===== config.mk =====
export PLATFORM = sky130hd
export DESIGN_NAME = pp_pair_issue
export DESIGN_NICKNAME = d
export VERILOG_FILES = /design/src/rtl/pp_pkg.sv /design/src/rtl/pp_decode.sv /design/src/rtl/pp_hazard.sv /design/src/rtl/pp_pair_issue.sv
export SDC_FILE = /design/constraint.sdc
export NUM_CORES = 1
export LEC_CHECK = 0
export ABC_CLOCK_PERIOD_IN_PS = 7070
export BUFFER_PORTS_ARGS = -buffer_cell sky130_fd_sc_hd__clkbuf_2
export CAP_MARGIN = 30
export CORE_MARGIN = 2
export CORE_UTILIZATION = 32
export CTS_BUF_LIST = sky130_fd_sc_hd__clkbuf_4 sky130_fd_sc_hd__clkbuf_8 sky130_fd_sc_hd__clkbuf_16
export CTS_CLUSTER_DIAMETER = 150
export CTS_CLUSTER_SIZE = 14
export DETAILED_ROUTE_END_ITERATION = 10
export GPL_ROUTABILITY_DRIVEN = 0
export PLACE_DENSITY = 0.59
export SYNTH_ARGS = -nofsm -noshare
export SYNTH_HDL_FRONTEND = slang
export SYNTH_SLANG_ARGS = --single-unit

===== constraint.sdc =====
create_clock -name clk -period 7.07 [get_ports clk]
set_input_delay 1.414 -clock clk [delete_from_list [all_inputs] [get_ports clk]]
set_output_delay 1.414 -clock clk [all_outputs]
set_load 0.02 [all_outputs]

===== src/rtl/pp_pkg.sv =====
package pp_pkg;
  localparam int CLS_W = 3;

  typedef enum logic [CLS_W-1:0] {
    CL_IALU = 3'd0,
    CL_ILD  = 3'd1,
    CL_FLD  = 3'd2,
    CL_BR   = 3'd3,
    CL_FOP  = 3'd4
  } cls_e;
endpackage


===== src/rtl/pp_decode.sv =====
module pp_decode
  import pp_pkg::*;
#(
  parameter int INSN_W = 32,
  parameter int REG_W  = 5
) (
  input  logic [INSN_W-1:0] insn,
  output logic              ld,
  output logic              wr_fp,
  output logic              rd_fp,
  output logic              fp_kind,
  output logic [REG_W-1:0]  dst,
  output logic [REG_W-1:0]  sa,
  output logic [REG_W-1:0]  sb
);
  localparam int CLS_HI = INSN_W - 1;
  localparam int DST_HI = INSN_W - 8;
  localparam int SA_HI  = DST_HI - REG_W;
  localparam int SB_HI  = SA_HI - REG_W;
  localparam int SB_LO  = SB_HI - REG_W + 1;

  logic [CLS_W-1:0] cls;
  logic             spare_unused;

  assign cls = insn[CLS_HI -: CLS_W];
  assign dst = insn[DST_HI -: REG_W];
  assign sa  = insn[SA_HI -: REG_W];
  assign sb  = insn[SB_HI -: REG_W];
  assign spare_unused = ^{insn[CLS_HI-CLS_W:DST_HI+1], insn[SB_LO-1:0]};

  always_comb begin
    ld      = (cls == CL_ILD) || (cls == CL_FLD);
    wr_fp   = (cls == CL_FLD);
    fp_kind = (cls == CL_FOP);
    rd_fp   = fp_kind;
  end
endmodule


===== src/rtl/pp_hazard.sv =====
module pp_hazard #(
  parameter int REG_W = 5
) (
  input  logic             prod_v,
  input  logic             prod_fp,
  input  logic [REG_W-1:0] prod_dst,
  input  logic             cons_fp,
  input  logic [REG_W-1:0] cons_a,
  input  logic [REG_W-1:0] cons_b,
  output logic             hit
);
  always_comb begin
    hit = prod_v && (prod_fp == cons_fp) &&
          ((prod_dst == cons_a) || (prod_dst == cons_b));
  end
endmodule


===== src/rtl/pp_pair_issue.sv =====
module pp_pair_issue #(
  parameter int INSN_W = 32,
  parameter int REG_W  = 5
) (
  input  logic                  clk,
  input  logic                  rst,
  input  logic                  pkt_valid,
  input  logic [2*INSN_W-1:0]   pkt,
  input  logic                  redirect,
  output logic                  iss_left,
  output logic                  iss_right,
  output logic                  fetch_hold
);
  localparam int NSLOT = 2;
  localparam int SL    = 1;
  localparam int SR    = 0;

  logic [INSN_W-1:0] ins_q [NSLOT];
  logic [NSLOT-1:0]  v_q;

  logic [NSLOT-1:0]  ld_s, wrfp_s, rdfp_s, fpk_s;
  logic [REG_W-1:0]  dst_s [NSLOT];
  logic [REG_W-1:0]  sa_s  [NSLOT];
  logic [REG_W-1:0]  sb_s  [NSLOT];

  logic              pl_v, pl_fp;
  logic [REG_W-1:0]  pl_dst;

  logic hz_l, hz_r, hz_x;
  logic lft_go, rgt_go, pair_ok, drain;

  for (genvar g = 0; g < NSLOT; g++) begin : g_slot
    pp_decode #(.INSN_W(INSN_W), .REG_W(REG_W)) u_dec (
      .insn   (ins_q[g]),
      .ld     (ld_s[g]),
      .wr_fp  (wrfp_s[g]),
      .rd_fp  (rdfp_s[g]),
      .fp_kind(fpk_s[g]),
      .dst    (dst_s[g]),
      .sa     (sa_s[g]),
      .sb     (sb_s[g])
    );
  end

  pp_hazard #(.REG_W(REG_W)) u_hz_left (
    .prod_v(pl_v), .prod_fp(pl_fp), .prod_dst(pl_dst),
    .cons_fp(rdfp_s[SL]), .cons_a(sa_s[SL]), .cons_b(sb_s[SL]), .hit(hz_l)
  );

  pp_hazard #(.REG_W(REG_W)) u_hz_right (
    .prod_v(pl_v), .prod_fp(pl_fp), .prod_dst(pl_dst),
    .cons_fp(rdfp_s[SR]), .cons_a(sa_s[SR]), .cons_b(sb_s[SR]), .hit(hz_r)
  );

  pp_hazard #(.REG_W(REG_W)) u_hz_cross (
    .prod_v(ld_s[SL]), .prod_fp(wrfp_s[SL]), .prod_dst(dst_s[SL]),
    .cons_fp(rdfp_s[SR]), .cons_a(sa_s[SR]), .cons_b(sb_s[SR]), .hit(hz_x)
  );

  always_comb begin
    pair_ok = !fpk_s[SL] && fpk_s[SR];
    lft_go  = v_q[SL] && !redirect && !hz_l;
    rgt_go  = v_q[SR] && !redirect && !hz_r &&
              (v_q[SL] ? (lft_go && pair_ok && !hz_x) : 1'b1);
    drain   = (!v_q[SL] || lft_go) && (!v_q[SR] || rgt_go);
  end

  assign iss_left   = lft_go;
  assign iss_right  = rgt_go;
  assign fetch_hold = redirect || !drain;

  always_ff @(posedge clk) begin
    if (rst) begin
      v_q    <= '0;
      pl_v   <= 1'b0;
      pl_fp  <= 1'b0;
      pl_dst <= '0;
    end else begin
      if (lft_go && ld_s[SL]) begin
        pl_v   <= 1'b1;
        pl_fp  <= wrfp_s[SL];
        pl_dst <= dst_s[SL];
      end else if (rgt_go && ld_s[SR]) begin
        pl_v   <= 1'b1;
        pl_fp  <= wrfp_s[SR];
        pl_dst <= dst_s[SR];
      end else begin
        pl_v   <= 1'b0;
      end

      if (redirect) begin
        v_q <= '0;
      end else if (drain) begin
        ins_q[SL] <= pkt[2*INSN_W-1:INSN_W];
        ins_q[SR] <= pkt[INSN_W-1:0];
        v_q       <= {NSLOT{pkt_valid}};
      end else begin
        v_q[SL] <= v_q[SL] && !lft_go;
        v_q[SR] <= v_q[SR] && !rgt_go;
      end
    end
  end


  right_needs_left_chk: assert property (@(posedge clk) disable iff (rst)
    (iss_right && v_q[SL]) |-> iss_left);


  redirect_quiet_chk: assert property (@(posedge clk) disable iff (rst)
    redirect |-> (!iss_left && !iss_right && fetch_hold));


  accept_chk: assert property (@(posedge clk) disable iff (rst)
    (!fetch_hold && pkt_valid && !redirect) |=> (v_q == 2'b11));


  stall_one_chk: assert property (@(posedge clk) disable iff (rst)
    (v_q[SL] && !iss_left && !redirect) |=> !pl_v);


  hold_keeps_chk: assert property (@(posedge clk) disable iff (rst)
    (fetch_hold && !redirect) |=> (v_q != 2'b00));
endmodule


Word-level counts from Yosys, hierarchy flattened

Memories as Yosys holds them, arrays and structs flattened.
Cells that the tools add are included.

Bits in writable memories: 64
Input bits: 68
Memories: 1
Word-level logic and storage cells: 71
Bits in registers: 9
Output and inout bits: 3

Reduce and logical (&&, ||, !) cells: 39
Equality and inequality tests: 15
Muxes and demuxes: 12

Memory list:

| name  | words | bits a word | rd ports | clocked after memory_dff | wr ports | line                | text |
|---|---|---|---|---|---|---|---|
| ins_q | 2     | 32          | 2        | 0                        | 2        | pp_pair_issue.sv:18 | `logic [INSN_W-1:0] ins_q [NSLOT];` |

Operators by type and width:

| operator             | number |
|---|---|
| $eq A5 B5 Y1         | 6 |
| $logic_and A1 B1 Y1  | 19 |
| $logic_not A1 Y1     | 10 |
| $mux W5              | 2 |
| $mux W1              | 9 |
| $logic_or A1 B1 Y1   | 8 |
| $eq A3 B1 Y1 const B | 2 |
| $eq A3 B2 Y1 const B | 2 |
| $eq A3 B3 Y1 const B | 2 |
| $eq A1 B1 Y1         | 3 |
| $mux W2              | 1 |
| $reduce_bool A2 Y1   | 1 |
| $reduce_or A2 Y1     | 1 |

Logic depth before layout (Yosys ltp)

Gate-level depths: netlist (run 1).

Word-level depth: 16
Depth in mapped cells: 8
Depth with buffers taken out: 7

Cells and area by module

A second synthesis (run 1) with hierarchy kept.

Cell total of the unflattened synthesis: 214
Area total of the unflattened synthesis: 3,129.3 µm²

By module, submodules not included:

| module        | instances | seq. area each (µm²) | area each (µm²) | cells each |
|---|---|---|---|---|
| pp_pair_issue | 1         | 2,102.0              | 2,458.6         | 123 |
| pp_hazard     | 3         | 0.0                  | 125.1           | 17 |
| pp_decode     | 2         | 0.0                  | 147.6           | 20 |

Least setup slack after synthesis (run 1)

OpenSTA, ideal clock, no wires.

Kind: in2out
From: in redirect
To: out fetch_hold
Stages: 4
Path buffers: 0
Required time: 5.656 ns
Arrival: 2.266 ns
Setup slack: 3.390 ns
Cells stage by stage: o21bai_2 > o31a_1 > o21ai_2 > nand3b_1

Word-level cells in the longest chain between the ends: 11
Elaborated cells between the ends (all ways): 14
Those cells by class: 1 x mux; 13 x reduce/logical

Ends and longest elaborated chain:

| what                             | line                                     | text |
|---|---|---|
| start: declaration               | pp_pair_issue.sv:9                       | `input logic redirect,` |
| $logic_not A1 Y1                 | pp_pair_issue.sv:62, pp_pair_issue.sv:63 |  |
| $logic_and A1 B1 Y1 (2 in a row) | pp_pair_issue.sv:62                      | `lft_go = v_q[SL] && !redirect && !hz_l;` |
| $logic_and A1 B1 Y1 (2 in a row) | pp_pair_issue.sv:64                      | `(v_q[SL] ? (lft_go && pair_ok && !hz_x) : 1'b1);` |
| $mux W1                          | pp_pair_issue.sv:64                      |  |
| $logic_and A1 B1 Y1              | pp_pair_issue.sv:63                      | `rgt_go = v_q[SR] && !redirect && !hz_r &&` |
| $logic_or A1 B1 Y1               | pp_pair_issue.sv:65                      | `drain = (!v_q[SL] \|\| lft_go) && (!v_q[SR] \|\| rgt_go);` |
| $logic_and A1 B1 Y1              | pp_pair_issue.sv:65                      |  |
| $logic_not A1 Y1                 | pp_pair_issue.sv:70                      | `assign fetch_hold = redirect \|\| !drain;` |
| $logic_or A1 B1 Y1 (*)           | pp_pair_issue.sv:70                      |  |
| end: declaration                 | pp_pair_issue.sv:12                      | `output logic fetch_hold` |

Every way passes the cells marked *; elsewhere a longest branch is shown, timed or not.

Final worst setup path (run 1)

Ends and elaborated chain as after synthesis.

==> results of run 1 <==
[flip-flops by register name, indices dropped and copies added, names as in the netlist]
signal  flops
pl_v        1
pl_fp       1
ins_q      36
pl_dst      5
v_q         2
[power groups by stage]
stage | combinational, mW | sequential [mW] | clock (mW)
2_1_floorplan | 0.0232 | 0.311 | 0
3_3_place_gp | 0.0381 | 0.313 | 0
3_5_place_dp | 0.0383 | 0.313 | 0
4_1_cts | 0.0385 | 0.307 | 0.169
5_1_grt | 0.0425 | 0.309 | 0.180
6_report | 0.0375 | 0.307 | 0.163
[cells by family (layout without fill, tap and decap cells)]
| kind of cell | after synthesis | after routing | synth area share [%] |
|---|---|---|---|
| flops | 45 | 45 | 60.5 |
| simple gates | 42 | 42 | 10.2 |
| xor+xnor | 34 | 34 | 16.1 |
| compound gates | 18 | 18 | 7.08 |
| buf+inv | 9 | 55 | 3.24 |
| mux | 6 | 6 | 2.88 |
[per-stage QoR]
stage	util [%]	instances	hold WS, ps
finish	38.7	277	518
global route	38.7	277	549
CTS	38.7	277	525
detailed placement	37.2	269	506
global placement	37.2	269	509
floorplan	-	154	485
[critical path, stage by stage]
cell and delay (ps):
clkbuf_2 120, o21bai_2 210, o31a_1 330, o21ai_2 170, nand3b_1 100, clkbuf_2 160
[cell usage after synthesis (all sizes together)]
cell	n	area share (%)
a21boi	1	0.36
a21oi	1	0.24
a22oi	1	0.60
a31o	1	0.42
and3	1	0.30
buf	5	2.5
dfxtp	9	8.6
edfxtp	36	52
inv	4	0.72
mux2i	6	2.9
nand2	10	1.8
nand2b	2	0.60
nand3	2	0.48
nand3b	1	0.36
nand4	2	0.60
nor2	14	2.9
nor3	7	1.9
nor3b	1	0.60
o211a	1	0.48
o211ai	1	0.60
o21ai	7	1.9
o21bai	1	0.54
o221ai	1	0.42
o31a	1	0.42
o31ai	1	0.36
o41ai	1	0.78
or2	1	0.30
or4	1	0.36
xnor2	16	6.7
xor2	18	9.4
[path summary, 6_finish.rpt]
check               start            to  cells after the start
max              redirect    fetch_hold                      6
min          ins_q[0][24]     pl_dst[4]                      2
max reg2reg     pl_dst[2]  ins_q[0][29]                      8
min reg2reg  ins_q[0][24]     pl_dst[4]                      2
[layout make-up]
cell class,instances,area (sq um)
fillers,644,3870
flip-flops and latches,45,1260
multi-input cells,100,756
repair buffers,43,218
well taps,77,96.3
clock buffers,6,82.6
inverters,4,15.0
clock inverters,2,13.8
[routing by layer]
layer | GRT usage [%] | up-vias | wire (microns) | part of all wire [%]
met5 | 0 | - | 0 | 0
met4 | 3.90 | 0 | 59 | 1.6
met3 | 2.26 | 5 | 182 | 5.1
met2 | 16.6 | 33 | 1630 | 45
met1 | 15.2 | 567 | 1730 | 48
li1 | - | 631 | - | -
==> results_tabular.tex, run 1 <==
\begin{tabular}{lr}
\hline
Metric & Value \\
\hline
\multicolumn{2}{l}{\textbf{Outcome}} \\
Run status & completed \\
\multicolumn{2}{l}{\textbf{Route}} \\
Number of remaining DRC errors & 0 \\
Routed Antenna Nets & 0 \\
Final routed wirelength across all metal layers & 3.60 mm \\
Detailed-routing iteration count for the pre-antenna-repair pass & 4 \\
DR WL/cell & 13.0 microns \\
Vias after detailed routing & 1236 \\
Vias per std cell & 4.46 \\
Iteration-0 DRC count of the detailed router & 67 \\
\multicolumn{2}{l}{\textbf{Synthesis}} \\
Total of flip-flops plus latches after synthesis & 45 \\
Sequential area share after synthesis & 60.5\% \\
Cell area after technology mapping & 2080 sq um \\
Mean Syn Cell Area & 13.5 sq um \\
Number of standard cells after synthesis & 154 \\
Yosys Warn Count & 0 \\
Number of nets produced by synthesis & 222 \\
Cell variety after synth & 36 \\
\multicolumn{2}{l}{\textbf{Critical path}} \\
Critical path data arrival time & 2510 ps \\
Critical path endpoint category & output port \\
Worst path required time & 5660 ps \\
Slack of the worst reg-to-reg path & 4500 ps \\
Largest fanout on the critical path & 6 \\
Category of the critical setup timing path & in -> out \\
Worst Setup Start Kind & primary input \\
\multicolumn{2}{l}{\textbf{GRT}} \\
Global-route wire length before repair & 6.05 mm \\
Remaining global-route overflow & 0 \\
Number of global-route vias before repair & 1243 \\
Number of antenna violations at the first check in global routing & 0 \\
Total Routing Usage GR & 10.8\% \\
Maximum number of pins on one net before global-route repair & 37 \\
\multicolumn{2}{l}{\textbf{Floorplanning}} \\
Initial core utilization & 33.0\% \\
Site Rows & 29 \\
Io pins & 71 \\
Floorplan die width & 84.7 microns \\
Core box area & 6310 sq um \\
Die boundary height & 84.7 microns \\
Die Area & 7180 sq um \\
\multicolumn{2}{l}{\textbf{Clock tree}} \\
Hold-fix buffers, CTS & 0 \\
H-Tree Depth & 2 \\
TritonCTS clock tree & built \\
Post-CTS repair timing setup buffer count & 0 \\
Clk Latency, worst-skew pair & 290 ps \\
Number of CTS-inserted buffers & 5 \\
Clk buf depth & 2 \\
Number of clock sinks & 45 \\
Clock-pin transition on the worst setup and hold timing paths & 80 ps \\
Post-cts sizing count & 0 \\
CTS root buffer & clkbuf\_8 \\
\multicolumn{2}{l}{\textbf{Timing}} \\
Worst clock skew & 5.48 ps \\
Max-slew violation count & 0 \\
Transition time at the pin with the least slew margin & 614 ps \\
Achievable clock frequency & 0.255 GHz \\
Shortest clock period the worst path allows after layout & 3930 ps \\
Slew HR & 58.6\% \\
RSZ-0062 raised after global routing & no \\
Period Utilization, post-route & 55.6\% \\
Setup total negative slack & 0 ps \\
Final setup violation count & 0 \\
Final count of hold timing violations & 0 \\
Post-route worst setup slack & 3140 ps \\
\multicolumn{2}{l}{\textbf{Place}} \\
Detailed placer's ending HPWL & 2.79 mm \\
IO Port Bufs & 42 \\
Post-Place Cell Area & 2350 sq um \\
Placement-stage worst setup slack & 3130 ps \\
\multicolumn{2}{l}{\textbf{Finish}} \\
Final net count & 267 \\
Highest-count cells in the layout ignoring fill and taps & clkbuf\_2 (42), edfxtp\_1 (36), xnor2\_1 (16), nor2\_1 (13), xor2\_1 (13) \\
Fraction of layout instances using a drive strength above 1 & 32.0\% \\
Post-route standard cell area excluding fillers & 2440 sq um \\
Total inserted antenna cells & 0 \\
Area grow syn2layout & 17.2\% \\
Most common cell after layout, fill and taps aside & clkbuf\_2 \\
\multicolumn{2}{l}{\textbf{Pwr}} \\
Fraction of power spent switching nets & 21.8\% \\
Internal cell power & 397 uW \\
Power per unit of standard cell area & 208 nW/um\^{}2 \\
Standby leakage power & 0.930 nW \\
Total chip power & 507 uW \\
Logic pwr share & 7.4\% \\
Net switching component of the power & 111 uW \\
Clk pwr share & 32.1\% \\
Sequential power share & 60.5\% \\
Worst IR drop on VDD & 136 uV \\
\multicolumn{2}{l}{\textbf{Worst hold path}} \\
Min-delay worst type & reg -> reg \\
\multicolumn{2}{l}{\textbf{Run}} \\
Total of max-cap violations & 0 \\
\hline
\end{tabular}
No activity file was read; power rests on OpenSTA's default activity.
==> inputs of run 2 (changes only) <==
--- a/config.mk
+++ b/config.mk
@@ -5,7 +5,8 @@
 export SDC_FILE = /design/constraint.sdc
 export NUM_CORES = 1
 export LEC_CHECK = 0
-export ABC_CLOCK_PERIOD_IN_PS = 7070
+export ABC_AREA = 1
+export ABC_CLOCK_PERIOD_IN_PS = 4000
 export BUFFER_PORTS_ARGS = -buffer_cell sky130_fd_sc_hd__clkbuf_2
 export CAP_MARGIN = 30
 export CORE_MARGIN = 2
==> constraint.sdc (replaced) <==
create_clock -name clk -period 4 [get_ports clk]
set_input_delay 0.8 -clock clk [delete_from_list [all_inputs] [get_ports clk]]
set_output_delay 0.8 -clock clk [all_outputs]
set_load 0.02 [all_outputs]
==> results_tabular.tex, run 2 <==
\begin{tabular}{lr}
\hline
Metric & Value \\
\hline
\multicolumn{2}{l}{\textbf{Floorplanning}} \\
Site Rows & 30 (was 29) \\
Initial core utilization & 32.8\% (was 33.0\%) \\
Core box area & 6760 sq um (was 6310 sq um) \\
Floorplan die width & 87.3 microns (was 84.7 microns) \\
Io pins & 71 (unchanged) \\
Die Area & 7610 sq um (was 7180 sq um) \\
Die boundary height & 87.3 microns (was 84.7 microns) \\
\multicolumn{2}{l}{\textbf{Timing}} \\
Slew HR & 49.4\% (was 58.6\%) \\
Max-slew violation count & 0 (unchanged) \\
Final setup violation count & 0 (unchanged) \\
RSZ-0062 raised after global routing & no (unchanged) \\
Final count of hold timing violations & 0 (unchanged) \\
Post-route worst setup slack & 1260 ps (was 3140 ps) \\
Shortest clock period the worst path allows after layout & 2740 ps \\
Achievable clock frequency & 0.365 GHz \\
Period Utilization, post-route & 68.4\% \\
Setup total negative slack & 0 ps (unchanged) \\
Worst clock skew & 7.51 ps (was 5.48 ps) \\
Transition time at the pin with the least slew margin & 759 ps (was 614 ps) \\
\multicolumn{2}{l}{\textbf{Clock tree}} \\
Clk buf depth & 2 (unchanged) \\
TritonCTS clock tree & built (unchanged) \\
Number of clock sinks & 45 (unchanged) \\
Number of CTS-inserted buffers & 5 (unchanged) \\
H-Tree Depth & 2 (unchanged) \\
CTS root buffer & clkbuf\_8 (unchanged) \\
Post-cts sizing count & 0 (unchanged) \\
Clock-pin transition on the worst setup and hold timing paths & 80 ps (about the same) \\
Hold-fix buffers, CTS & 0 (unchanged) \\
Clk Latency, worst-skew pair & 300 ps (was 290 ps) \\
Post-CTS repair timing setup buffer count & 0 (unchanged) \\
\multicolumn{2}{l}{\textbf{Route}} \\
DR WL/cell & 10.8 microns (was 13.0 microns) \\
Vias after detailed routing & 1604 (was 1236) \\
Vias per std cell & 4.28 (was 4.46) \\
Routed Antenna Nets & 0 (unchanged) \\
Iteration-0 DRC count of the detailed router & 79 (was 67) \\
Number of remaining DRC errors & 0 (unchanged) \\
Detailed-routing iteration count for the pre-antenna-repair pass & 4 (unchanged) \\
Final routed wirelength across all metal layers & 4.04 mm (was 3.60 mm) \\
\multicolumn{2}{l}{\textbf{Synthesis}} \\
Sequential area share after synthesis & 56.9\% (was 60.5\%) \\
Mean Syn Cell Area & 9.02 sq um (was 13.5 sq um) \\
EDFF count, synth & 36 (unchanged) \\
Async set-or-reset flop fraction in the synthesized netlist & 0\% (unchanged) \\
Leading post-synthesis cells by cell area & edfxtp\_1 (49\%), nand2\_1 (14\%), dfxtp\_1 (8.1\%) (was edfxtp\_1 (52\%), dfxtp\_1 (8.6\%), xnor2\_1 (6.7\%)) \\
Number of nets produced by synthesis & 314 (was 222) \\
Mux share of post-synthesis cell area & 0\% (was 2.88\%) \\
Yosys top cell area share & 48.7\% (was 51.9\%) \\
Largest area contributor in the synthesized netlist & edfxtp\_1 (unchanged) \\
Library cell with the highest instance count after synthesis & nand2\_1 (was edfxtp\_1) \\
Cell variety after synth & 21 (was 36) \\
Share of the synthesized netlist area taken by xor and xnor gates & 5.92\% (was 16.1\%) \\
Simple-Gate Fraction of Synth Area & 25.8\% (was 10.2\%) \\
Synth Area in Adders & 0\% (unchanged) \\
Fraction of the mapped netlist area in compound gates & 3.84\% (was 7.08\%) \\
Primary FF master, synth & edfxtp\_1 (unchanged) \\
Top cells by count, synth & nand2\_1 (81), edfxtp\_1 (36), inv\_1 (33) (was edfxtp\_1 (36), xnor2\_1 (16), nor2\_1 (13), xor2\_1 (13), nand2\_1 (10)) \\
Main combinational cell family by area after synthesis & simple AND/OR/NAND/NOR gates (was XOR/XNOR gates) \\
Cell area after technology mapping & 2220 sq um (was 2080 sq um) \\
Yosys Warn Count & 0 (unchanged) \\
Total of flip-flops plus latches after synthesis & 45 (unchanged) \\
Number of standard cells after synthesis & 246 (was 154) \\
\multicolumn{2}{l}{\textbf{Critical path}} \\
Critical path endpoint category & output port (unchanged) \\
Worst Setup Start Kind & flip-flop (was primary input) \\
Critical path data arrival time & 1940 ps (was 2510 ps) \\
Category of the critical setup timing path & reg -> out (was in -> out) \\
Worst path required time & 3200 ps (was 5660 ps) \\
Largest fanout on the critical path & 5 (was 6) \\
\multicolumn{2}{l}{\textbf{Finish}} \\
Top Registers & ins\_q (36), pl\_dst (5), v\_q (2) (unchanged) \\
Fraction of layout instances using a drive strength above 1 & 21.7\% (was 32.0\%) \\
Final net count & 362 (was 267) \\
Largest register FFs & 36 (unchanged) \\
Highest-count cells in the layout ignoring fill and taps & nand2\_1 (81), clkbuf\_2 (42), edfxtp\_1 (36), inv\_1 (33), nor2\_1 (29) (was clkbuf\_2 (42), edfxtp\_1 (36), xnor2\_1 (16), nor2\_1 (13), xor2\_1 (13)) \\
Total inserted antenna cells & 0 (unchanged) \\
Most flop-heavy register & ins\_q (unchanged) \\
Area grow syn2layout & 18.0\% (was 17.2\%) \\
Most common cell after layout, fill and taps aside & nand2\_1 (was clkbuf\_2) \\
\multicolumn{2}{l}{\textbf{Pwr}} \\
Worst IR drop on VDD & 177 uV (was 136 uV) \\
Clk pwr share & 31.2\% (was 32.1\%) \\
Sequential power share & 59.6\% (was 60.5\%) \\
Standby leakage power & 1.26 nW (was 0.930 nW) \\
Logic pwr share & 9.2\% (was 7.4\%) \\
Net switching component of the power & 214 uW (was 111 uW) \\
Internal cell power & 695 uW (was 397 uW) \\
Fraction of power spent switching nets & 23.5\% (was 21.8\%) \\
Power per unit of standard cell area & 347 nW/um\^{}2 (was 208 nW/um\^{}2) \\
\multicolumn{2}{l}{\textbf{GRT}} \\
Number of global-route vias before repair & 1474 (was 1243) \\
Maximum number of pins on one net before global-route repair & 22 (was 37) \\
Total Routing Usage GR & 11.7\% (was 10.8\%) \\
Remaining global-route overflow & 0 (unchanged) \\
Number of antenna violations at the first check in global routing & 0 (unchanged) \\
Global-route wire length before repair & 6.78 mm (was 6.05 mm) \\
\multicolumn{2}{l}{\textbf{Place}} \\
Detailed placer's ending HPWL & 3.02 mm (was 2.79 mm) \\
IO Port Bufs & 42 (unchanged) \\
Placement-stage worst setup slack & 1200 ps (was 3130 ps) \\
\multicolumn{2}{l}{\textbf{Run}} \\
Total of max-cap violations & 0 (unchanged) \\
\multicolumn{2}{l}{\textbf{Outcome}} \\
Run status & completed (unchanged) \\
\multicolumn{2}{l}{\textbf{Worst hold path}} \\
Min-delay worst type & reg -> reg (unchanged) \\
\hline
\end{tabular}
## run 2: changes by cell type after synthesis, sizes merged, moves of 4 or more
cell	previous run	this run
xor2	18	9
mux2i	6	0
nand2	10	84
nand3	2	15
nor2	14	30
nor3	7	2
a21oi	1	11
xnor2	16	6
o21ai	7	3
inv	4	38
## run 2: final cells by class
type / instances / area (sq um)
inverter: 38 / 145
fill: 685 / 4140
clock inverter: 2 / 15.0
sequential: 45 / 1260
multi-input combinational: 161 / 790
tap: 80 / 100
timing repair buffer: 43 / 230
clock buffer: 6 / 76.3
## run 2: power groups by stage
stage          logic [mW]  registers, mW  clock network [mW]
2_1_floorplan      0.0515          0.549                   0
3_3_place_gp       0.0836          0.552                   0
3_5_place_dp       0.0843          0.552                   0
4_1_cts            0.0850          0.542               0.296
5_1_grt            0.0959          0.544               0.320
6_report           0.0836          0.542               0.283
## run 2: worst max-delay path, cell delays in order (launching register included)
cell and delay [ps]:
dfxtp_1 460, inv_2 80, nand2_1 60, nand2_1 50, nor2_1 110, nand3_1 80, nand2_1 100, nand2_2 70
nand2_4 110, nand2_4 70, nand3_1 130, a21oi_1 90, nand2_1 60, clkbuf_2 160
## run 2: logic make-up (layout without fill, tap and decap cells)
group | after synthesis | count (layout)
xor gates and xnor gates | 15 | 15
buffers and inverters | 40 | 89
and+or+nand+nor | 132 | 132
DFF | 45 | 45
AOI/OAI and AO/OA | 14 | 14
## run 2: path summary, 6_finish.rpt
kind             endpoint         start  cells past startpoint  slack, ps
min                v_q[1]        v_q[0]                      3        580
min reg2reg        v_q[1]        v_q[0]                      3        580
max            fetch_hold     pl_dst[1]                     13       1260
max reg2reg  ins_q[0][15]  ins_q[0][14]                     14       1440
## run 2: layer usage
layer	wire [microns]	GRT usage, %	part of all wire (%)
met5	0	0	0
met4	104	6.29	2.6
met3	212	3.51	5.3
met2	1750	16.7	43
met1	1970	16.0	49
## run 2: per-stage QoR
step / hold WS, ps / cell area (sq um) / std cells / power, mW / utilization (%)
2_1_floorplan: 515 / 2220 / 246 / 0.601 / -
6_report: 575 / 2620 / 375 / 0.909 / 38.7
3_3_place_gp: 551 / 2530 / 367 / 0.635 / 37.4
4_1_cts: 574 / 2620 / 375 / 0.923 / 38.7
5_1_grt: 622 / 2620 / 375 / 0.960 / 38.7
3_5_place_dp: 547 / 2530 / 367 / 0.637 / 37.4
==> inputs of run 3 (changes only) <==
--- a/config.mk
+++ b/config.mk
@@ -6,7 +6,7 @@
 export NUM_CORES = 1
 export LEC_CHECK = 0
 export ABC_AREA = 1
-export ABC_CLOCK_PERIOD_IN_PS = 4000
+export ABC_CLOCK_PERIOD_IN_PS = 2300
 export BUFFER_PORTS_ARGS = -buffer_cell sky130_fd_sc_hd__clkbuf_2
 export CAP_MARGIN = 30
 export CORE_MARGIN = 2
@@ -16,7 +16,7 @@
 export CTS_CLUSTER_SIZE = 14
 export DETAILED_ROUTE_END_ITERATION = 10
 export GPL_ROUTABILITY_DRIVEN = 0
-export PLACE_DENSITY = 0.59
+export PLACE_DENSITY = 0.61
 export SYNTH_ARGS = -nofsm -noshare
 export SYNTH_HDL_FRONTEND = slang
 export SYNTH_SLANG_ARGS = --single-unit
==> constraint.sdc (replaced) <==
create_clock -name clk -period 2.3 [get_ports clk]
set_input_delay 0.46 -clock clk [delete_from_list [all_inputs] [get_ports clk]]
set_output_delay 0.46 -clock clk [all_outputs]
set_load 0.02 [all_outputs]
==> results_tabular.tex, run 3 (same netlist as run 2, synthesis figures left out) <==
\begin{tabular}{lr}
\hline
Metric & Value \\
\hline
\multicolumn{2}{l}{\textbf{Clock tree}} \\
Number of CTS-inserted buffers & 5 (unchanged) \\
Clock-pin transition on the worst setup and hold timing paths & 80 ps (about the same) \\
H-Tree Depth & 2 (unchanged) \\
CTS root buffer & clkbuf\_8 (unchanged) \\
Hold-fix buffers, CTS & 0 (unchanged) \\
Clk buf depth & 2 (unchanged) \\
Number of clock sinks & 45 (unchanged) \\
Clk Latency, worst-skew pair & 290 ps (was 300 ps) \\
TritonCTS clock tree & built (unchanged) \\
\multicolumn{2}{l}{\textbf{Pwr}} \\
Total chip power & 1.69 mW (was 909 uW) \\
Standby leakage power & 1.31 nW (was 1.26 nW) \\
Fraction of power spent switching nets & 21.7\% (was 23.5\%) \\
Clk pwr share & 34.8\% (was 31.2\%) \\
Power per unit of standard cell area & 615 nW/um\^{}2 (was 347 nW/um\^{}2) \\
Logic pwr share & 9.7\% (was 9.2\%) \\
Sequential power share & 55.6\% (was 59.6\%) \\
Internal cell power & 1.33 mW (was 695 uW) \\
Net switching component of the power & 368 uW (was 214 uW) \\
Worst IR drop on VDD & 396 uV (was 177 uV) \\
\multicolumn{2}{l}{\textbf{Floorplanning}} \\
Die Area & 7610 sq um (unchanged) \\
Site Rows & 30 (unchanged) \\
Initial core utilization & 32.8\% (unchanged) \\
Io pins & 71 (unchanged) \\
Floorplan die width & 87.3 microns (unchanged) \\
Core box area & 6760 sq um (unchanged) \\
Die boundary height & 87.3 microns (unchanged) \\
\multicolumn{2}{l}{\textbf{GRT}} \\
Remaining global-route overflow & 0 (unchanged) \\
Total Routing Usage GR & 11.6\% (was 11.7\%) \\
Global-route wire length before repair & 6.85 mm (was 6.78 mm) \\
Number of global-route vias before repair & 1506 (was 1474) \\
Number of antenna violations at the first check in global routing & 0 (unchanged) \\
Maximum number of pins on one net before global-route repair & 27 (was 22) \\
\multicolumn{2}{l}{\textbf{Timing}} \\
Slew HR & 72.6\% (was 49.4\%) \\
Achievable clock frequency & 0.443 GHz \\
Final count of hold timing violations & 0 (unchanged) \\
Final setup violation count & 0 (unchanged) \\
Transition time at the pin with the least slew margin & 407 ps (was 759 ps) \\
Worst clock skew & 8.10 ps (was 7.51 ps) \\
Post-route worst setup slack & 45.1 ps (was 1260 ps) \\
RSZ-0062 raised after global routing & yes (was no) \\
Period Utilization, post-route & 98.0\% \\
Final Hold Slack & 334 ps (was 575 ps) \\
Shortest clock period the worst path allows after layout & 2250 ps \\
Max-slew violation count & 0 (unchanged) \\
\multicolumn{2}{l}{\textbf{Route}} \\
Final routed wirelength across all metal layers & 4.16 mm (was 4.04 mm) \\
Vias per std cell & 4.32 (was 4.28) \\
Detailed-routing iteration count for the pre-antenna-repair pass & 4 (unchanged) \\
Iteration-0 DRC count of the detailed router & 82 (was 79) \\
Vias after detailed routing & 1651 (was 1604) \\
DR WL/cell & 10.9 microns (was 10.8 microns) \\
Number of remaining DRC errors & 0 (unchanged) \\
Routed Antenna Nets & 0 (unchanged) \\
\multicolumn{2}{l}{\textbf{Finish}} \\
Non-filler instance count after layout & 382 (was 375) \\
Largest register FFs & 36 (unchanged) \\
Final net count & 369 (was 362) \\
Most flop-heavy register & ins\_q (unchanged) \\
Top Registers & ins\_q (36), pl\_dst (5), v\_q (2) (unchanged) \\
Total inserted antenna cells & 0 (unchanged) \\
Area grow syn2layout & 24.1\% (was 18.0\%) \\
Highest-count cells in the layout ignoring fill and taps & nand2\_1 (78), clkbuf\_2 (40), edfxtp\_1 (36), inv\_1 (30), nor2\_1 (29) (was nand2\_1 (81), clkbuf\_2 (42), edfxtp\_1 (36), inv\_1 (33), nor2\_1 (29)) \\
Most common cell after layout, fill and taps aside & nand2\_1 (unchanged) \\
Final core utilization & 40.7\% (was 38.7\%) \\
Fraction of layout instances using a drive strength above 1 & 27.8\% (was 21.7\%) \\
\multicolumn{2}{l}{\textbf{Place}} \\
IO Port Bufs & 42 (unchanged) \\
Detailed placer's ending HPWL & 3.16 mm (was 3.02 mm) \\
Placement-stage worst setup slack & 168 ps (was 1200 ps) \\
Total instance count after detailed placement & 368 (was 367) \\
\multicolumn{2}{l}{\textbf{Critical path}} \\
Largest fanout on the critical path & 3 (was 5) \\
CP Buf/Inv Count & 4 (was 2) \\
Critical path data arrival time & 1790 ps (was 1940 ps) \\
Worst path required time & 1840 ps (was 3200 ps) \\
Category of the critical setup timing path & reg -> out (unchanged) \\
Cells traversed along the worst timing path & inv\_1, nand3\_2, inv\_2, nand2\_1, a21oi\_2, nand2\_2, nand2\_4, nand2\_4, inv\_1, a21oi\_4, nand2\_2, buf\_6 (was inv\_2, nand2\_1, nand2\_1, nor2\_1, nand3\_1, nand2\_1, nand2\_2, nand2\_4, nand2\_4, nand3\_1, a21oi\_1, nand2\_1, clkbuf\_2) \\
Critical path endpoint category & output port (unchanged) \\
Worst Setup Start Kind & flip-flop (unchanged) \\
Category of cells accounting for the largest share of critical-path delay & simple AND/OR/NAND/NOR gates (unchanged) \\
Slowest-stage cell, CP & edfxtp\_1 (was dfxtp\_1) \\
Maximum single-stage delay on the critical path & 400 ps (was 460 ps) \\
\multicolumn{2}{l}{\textbf{Outcome}} \\
Run status & completed (unchanged) \\
\multicolumn{2}{l}{\textbf{Worst hold path}} \\
Min-delay worst type & in -> reg (was reg -> reg) \\
\multicolumn{2}{l}{\textbf{Run}} \\
Total of max-cap violations & 0 (unchanged) \\
\hline
\end{tabular}
==> run 3: cell types whose count changed in the layout (fill, tap and decap cells not counted), moves of 3 or more <==
cell,delta
dfxtp_2,+3
nand2_1,-3
nand2_2,+3
dfxtp_1,-4
inv_1,-3
buf_4,+7
==> run 3: repair_timing <==
action | 4_1_cts | 5_1_grt
resized for setup | 10 | 12
setup endpoints to repair | 2 | 2
buffers inserted | 2 | 4
pin swaps | 3 | 8
==> run 3: cell type report <==
cell class                 count  area [sq um]
inverter                      38           149
timing repair buffer          50           295
tap                           80           100
multi-input combinational    161           830
clock inverter                 2          33.8
fill                         666          4000
sequential                    45          1270
clock buffer                   6          76.3
==> run 3: through the flow <==
step | TNS, ps | instance area [sq um]
3_3_place_gp | 0 | 2540
4_1_cts | 0 | 2690
2_1_floorplan | 0 | 2220
5_1_grt | -119 | 2750
6_report | 0 | 2750
3_5_place_dp | 0 | 2540
==> run 3: power by group through the flow <==
stage / combinational, mW / sequential (mW) / clock (mW)
after floorplan: 0.0905 / 0.955 / 0
after global placement: 0.148 / 0.959 / 0
after detailed placement: 0.150 / 0.961 / 0
after CTS: 0.156 / 0.943 / 0.599
after global routing: 0.186 / 0.946 / 0.637
final: 0.164 / 0.941 / 0.589
==> run 3: worst register-to-register path, stage by stage (launching register included) <==
cell and delay, ps:
edfxtp_1 440, xor2_1 190, nor2_1 70, nand3_1 80, nand2_2 80, a21oi_4 190, nand3_4 110, a21oi_4 150
nand2_1 110, clkinvlp_4 120, buf_4 190
==> run 3: final timing paths <==
check | start | endpoint | slack [ps] | cells past startpoint
setup / recovery | ins_q[0][62] | fetch_hold | 50 | 12
hold / removal | pkt[52] | ins_q[0][52] | 330 | 1
hold reg to reg | ins_q[0][22] | pl_dst[2] | 590 | 4
setup reg to reg | ins_q[0][11] | ins_q[0][44] | 290 | 10
==> run 3: per-layer routing <==
layer / wire (microns) / track usage (%) / vias to the layer above / part of all wire [%]
met5: 0 / 0 / - / 0
li1: - / - / 883 / -
met2: 1920 / 18.2 / 34 / 46
met3: 192 / 2.75 / 6 / 4.6
met1: 1980 / 15.6 / 728 / 48
met4: 65 / 4.20 / 0 / 1.6
